$ cat src/rtl/plat_rst_pkg.sv
package plat_rst_pkg;

    typedef enum logic [1:0] {
        ST_IDLE       = 2'd0,
        ST_COLD_DROP  = 2'd1,
        ST_WARM_PULSE = 2'd2
    } pulse_state_e;

    // Convert a width in ns to clock cycles, rounding up, never below floor_ns.
    function automatic int ns_to_cycles(input int clk_mhz, input int ns, input int floor_ns);
        int eff;
        eff = (ns < floor_ns) ? floor_ns : ns;
        return (clk_mhz * eff + 999) / 1000;
    endfunction

endpackage

$ cat src/rtl/plat_rst_arbiter.sv
module plat_rst_arbiter (
    input  logic clk,
    input  logic rst_n,
    input  logic req_valid,
    input  logic req_cold,
    input  logic idle,
    input  logic pgood_now,
    output logic take_cold,
    output logic take_warm
);

    always_comb begin
        take_cold = req_valid &&  req_cold && idle && pgood_now;
        take_warm = req_valid && !req_cold && idle;
    end


    drop_when_busy_chk: assert property (@(posedge clk) disable iff (!rst_n)
        !idle |-> !(take_cold || take_warm));

endmodule

$ cat src/rtl/plat_rst_timer.sv
module plat_rst_timer #(
    parameter int CNT_W = 14
) (
    input  logic             clk,
    input  logic             rst_n,
    input  logic             load,
    input  logic [CNT_W-1:0] load_val,
    output logic [CNT_W-1:0] cnt,
    output logic             done
);

    always_ff @(posedge clk or negedge rst_n) begin
        if (!rst_n) begin
            cnt <= '0;
        end else if (load) begin
            cnt <= load_val;
        end else if (cnt != '0) begin
            cnt <= cnt - 1'b1;
        end
    end

    assign done = (cnt == '0);


    load_take_chk: assert property (@(posedge clk) disable iff (!rst_n)
        load |=> cnt == $past(load_val));


    steady_count_chk: assert property (@(posedge clk) disable iff (!rst_n)
        (!load && cnt != '0) |=> cnt == $past(cnt) - 1'b1);

endmodule

$ cat src/rtl/plat_rst_pulser.sv
module plat_rst_pulser
    import plat_rst_pkg::*;
#(
    parameter int CLK_MHZ = 125,
    parameter int COLD_NS = 100000,
    parameter int WARM_NS = 10000
) (
    input  logic clk,
    input  logic rst_n,
    input  logic pwr_en,
    input  logic req_valid,
    input  logic req_cold,
    output logic pgood,
    output logic init_n,
    output logic busy
);

    localparam int COLD_FLOOR_NS = 91000;
    localparam int WARM_FLOOR_NS = 500;
    localparam int COLD_CYC  = ns_to_cycles(CLK_MHZ, COLD_NS, COLD_FLOOR_NS);
    localparam int WARM_CYC  = ns_to_cycles(CLK_MHZ, WARM_NS, WARM_FLOOR_NS);
    localparam int MAX_CYC   = (COLD_CYC > WARM_CYC) ? COLD_CYC : WARM_CYC;
    localparam int CNT_W     = $clog2(MAX_CYC + 1);
    localparam logic [CNT_W-1:0] COLD_LOAD = CNT_W'(COLD_CYC - 1);
    localparam logic [CNT_W-1:0] WARM_LOAD = CNT_W'(WARM_CYC - 1);

    pulse_state_e     state_q, state_d;
    logic             take_cold, take_warm;
    logic             idle;
    logic             tmr_done;
    logic [CNT_W-1:0] tmr_cnt;
    logic [CNT_W-1:0] tmr_load_val;

    assign idle         = (state_q == ST_IDLE);
    assign tmr_load_val = take_cold ? COLD_LOAD : WARM_LOAD;

    plat_rst_arbiter u_arb (
        .clk       (clk),
        .rst_n     (rst_n),
        .req_valid (req_valid),
        .req_cold  (req_cold),
        .idle      (idle),
        .pgood_now (pgood),
        .take_cold (take_cold),
        .take_warm (take_warm)
    );

    plat_rst_timer #(.CNT_W(CNT_W)) u_tmr (
        .clk      (clk),
        .rst_n    (rst_n),
        .load     (take_cold || take_warm),
        .load_val (tmr_load_val),
        .cnt      (tmr_cnt),
        .done     (tmr_done)
    );

    // Next-state logic
    always_comb begin
        state_d = state_q;
        unique case (state_q)
            ST_IDLE: begin
                if (take_cold)      state_d = ST_COLD_DROP;
                else if (take_warm) state_d = ST_WARM_PULSE;
            end
            ST_COLD_DROP:  if (tmr_done) state_d = ST_IDLE;
            ST_WARM_PULSE: if (tmr_done) state_d = ST_IDLE;
            default:       state_d = ST_IDLE;
        endcase
    end

    // State register
    always_ff @(posedge clk or negedge rst_n) begin
        if (!rst_n) state_q <= ST_IDLE;
        else        state_q <= state_d;
    end

    // Output decode
    always_comb begin
        pgood  = pwr_en;
        init_n = 1'b1;
        busy   = 1'b1;
        unique case (state_q)
            ST_IDLE:       busy   = 1'b0;
            ST_COLD_DROP:  pgood  = 1'b0;
            ST_WARM_PULSE: init_n = 1'b0;
            default:       busy   = 1'b0;
        endcase
    end


    cold_start_chk: assert property (@(posedge clk) disable iff (!rst_n)
        (req_valid && req_cold && !busy && pgood) |=> (!pgood && busy && init_n));


    cold_skip_chk: assert property (@(posedge clk) disable iff (!rst_n)
        (req_valid && req_cold && !busy && !pgood) |=> (!busy && init_n));


    warm_start_chk: assert property (@(posedge clk) disable iff (!rst_n)
        (req_valid && !req_cold && !busy) |=> (!init_n && busy && pgood == pwr_en));


    idle_outputs_chk: assert property (@(posedge clk) disable iff (!rst_n)
        !busy |-> (init_n && pgood == pwr_en));


    one_pulse_kind_chk: assert property (@(posedge clk) disable iff (!rst_n)
        $onehot0({!init_n, (!pgood && pwr_en)}));

endmodule

$ cat config.mk
export PLATFORM = sky130hd
export DESIGN_NAME = plat_rst_pulser
export DESIGN_NICKNAME = d
export VERILOG_FILES = /design/src/rtl/plat_rst_pkg.sv /design/src/rtl/plat_rst_arbiter.sv /design/src/rtl/plat_rst_timer.sv /design/src/rtl/plat_rst_pulser.sv
export SDC_FILE = /design/constraint.sdc
export NUM_CORES = 1
export LEC_CHECK = 0
export BUFFER_PORTS_ARGS = -buffer_cell sky130_fd_sc_hd__clkbuf_2
export CELL_PAD_IN_SITES_DETAIL_PLACEMENT = 0
export CELL_PAD_IN_SITES_GLOBAL_PLACEMENT = 2
export CORE_MARGIN = 4
export CORE_UTILIZATION = 30
export DETAILED_ROUTE_END_ITERATION = 12
export PLACE_DENSITY = 0.74
export SLEW_MARGIN = 20
export SYNTH_ARGS = -nofsm -noshare
export SYNTH_HDL_FRONTEND = slang
export SYNTH_SLANG_ARGS = --single-unit
$ cat constraint.sdc
create_clock -name clk -period 2.15 [get_ports clk]
set_input_delay 0.1075 -clock clk [delete_from_list [all_inputs] [get_ports clk]]
set_output_delay 0.1075 -clock clk [all_outputs]
set_load 0.02 [all_outputs]
==> flow_summary.ini <==
[worst_hold_path]
hp-class = input pin to flop
min_delay_path_depth = 3

[final_layout]
syn2layout_area_growth_pct = 11.34
mostFrequentLayoutCells = dfrtp_1 (16), inv_1 (7), nand2_1 (7), clkbuf_2 (7), nand2b_1 (6)
nets = 126
final_common_cell = dfrtp_1
drive_gt1_share_pct = 18.26
stdcell_count = 159
diodes = 0

[critical_path]
critPathMaxFanout = 7
cp_top_family = simple AND/OR/NAND/NOR gates
path_buf_inv = 0
r2r.worst_path.cells = 4
worst_setup_path_end_kind = flop
slowest_delay_ps = 480
worstPathCellList = nor4_4, nand3b_1, nor2_2, o221ai_1
crit_type = flop to flop
startpoint_type = flop
crit_required_ps = 2310
cp_data_arrival_time_ps = 2040
cpMaxStageDelayCell = dfrtp_1
critical_path_depth = 4

[clock_tree]
cts_resized = 0
clk_pin_slew_worst_paths_ps = 100
clk_latency_ps = 290
ctsLongestPathBuffers = 2
cts_hold_buf = 1
root_buffer = clkbuf_4
post-cts-setup-buffers = 0
cts-htree-levels = 1
cts_sinks = 16
numCtsBuffers = 3
cts_tree = built

[sta]
skew_ps = 3.447
worst_slack_ps = 265.6
slew_viol_final = 0
relSlewSlack_pct = 62.80
hold_viol = 0
rsz0062_at_grt = false
setup_viol = 0
worst_pin_slew_ps = 558.0
fmax_mhz = 530.7
period_needed_ps = 1884
finalCritPeriodShare_pct = 87.65
fin_tns_setup_ps = 0

[floorplanning]
die_y_um = 66.16
die_width_um = 66.16
row_count = 20
dieArea_um2 = 4377
io_pins = 8
initial_core_util_pct = 32.18
coreArea_um2 = 3153

[yosys]
synthCells = 106
yosysWarnings = 0
yosys-top-cells-area = dfrtp_1 (39%), ha_1 (4.9%), nor4_4 (4.2%)
yosysSeqAreaShare_pct = 39.46
synth_cell_types = 41
synth_top_area_cell = dfrtp_1
synth-seq-cells = 16
synth_edf_count = 0
synth.top_cell.area_share_pct = 39.46
syn-cell-area_um2 = 1015
async_flop_share_pct = 100.0
synth_ff_type = dfrtp_1
avgSynthCellArea_um2 = 9.573
synth_nets = 115

[routing]
drc = 0
first_pass_iters = 4
routed_via_density = 5.270
wirelength_um = 2355
vias = 838
postRouteAntennaNets = 0
routedWlPerCell_um = 14.81
drt_iter0_markers = 36

[global_route]
grt.overflow.total = 0
grt_pass1_vias = 807
antenna_found_initial = 0
grt_max_degree = 17
grt_pass1_wl_um = 4029
grtUsageTotal_pct = 12.07

[job]
maxCapViolations = 0

[outcome]
status = finished, final reports clean

[placement]
io_buffer_count = 7
place_congestion = 0.7394
hpwl_um = 1720
placedCellCount = 155
pre_cts_slack_ps = 277.7

[pwr]
max-vdd-ir-drop_v = 0.0003528
total_leakage_power_uw = 0.0004521
powerDensity_nw_per_um2 = 1152
==> worst paths after layout <==
check                      slack [ps]         start            end
min in group asynchronous         290         rst_n   u_tmr.cnt[2]
max                               270  u_tmr.cnt[2]     state_q[1]
max reg2reg                       270  u_tmr.cnt[2]     state_q[1]
max in group asynchronous        1550         rst_n  u_tmr.cnt[11]
min reg2reg                       590  u_tmr.cnt[9]   u_tmr.cnt[9]
min                               190      req_cold   u_tmr.cnt[4]
==> report_power, final <==
part / switching (µW) / internal, µW
Sequential: 131 / 410
Combinational: 338 / 259
Clock: 97.8 / 65.2
==> stage by stage <==
stage | instance area [µm²] | hold slack, ps | total power [µW] | utilization [%]
finish | 1130 | 191.9 | 1301 | 35.83
global route | 1130 | 216.2 | 1404 | 35.83
CTS | 1130 | 184.4 | 1314 | 35.83
detailed placement | 1097 | 77.10 | 1146 | 34.80
global placement | 1097 | 74.95 | 1139 | 34.80
floorplan | 1015 | -188.1 | 990.6 | -
==> layout make-up <==
| cell class | instances | area, µm² |
|---|---|---|
| sequential | 16 | 400.4 |
| multi-input combinational | 81 | 580.6 |
| timing repair buffer | 8 | 45.04 |
| inverter | 7 | 26.28 |
| tap | 44 | 55.05 |
| clock buffer | 3 | 22.52 |
| fill | 344 | 2023 |
==> tightest hold or removal path, cell delays in order <==
cell	delay, ps
clkbuf_2	110
nand2_1	150
a22oi_1	80
==> state kept, by name (all words and copies together) (netlist names) <==
signal     count
state_q        2
u_tmr.cnt     14
==> cell usage after synthesis (2+ instances only) <==
library cell,instances
dfrtp_1,16
inv_1,7
nand2_1,7
nand2b_1,6
o211ai_1,5
a21oi_1,4
ha_1,4
nand3_1,4
nor2_1,4
o21ai_0,4
nor3_1,3
o31ai_1,3
xor2_1,3
a211oi_1,2
and2_2,2
clkbuf_1,2
mux2i_1,2
nand4_1,2
nor4_4,2
o41ai_1,2
or2_2,2
==> layer usage <==
metal	GRT usage, %	part of all wire, %	vias up
met1	16.95	50	406
li1	-	-	411
met2	18.59	45	19
met4	1.523	0.59	0
met3	3.741	4.7	2
met5	0	0	-
==> kinds of logic (layout without fill, tap and decap cells) <==
group	count (synthesis)	after routing	synth area share, %
compound gates	26	26	17.76
xor+xnor	4	4	3.453
simple gates	45	45	29.10
mux	2	2	1.973
fa+ha+maj	4	4	4.932
buf+inv	9	18	3.330
flops	16	16	39.46
No activity file was read; power rests on OpenSTA's default activity.
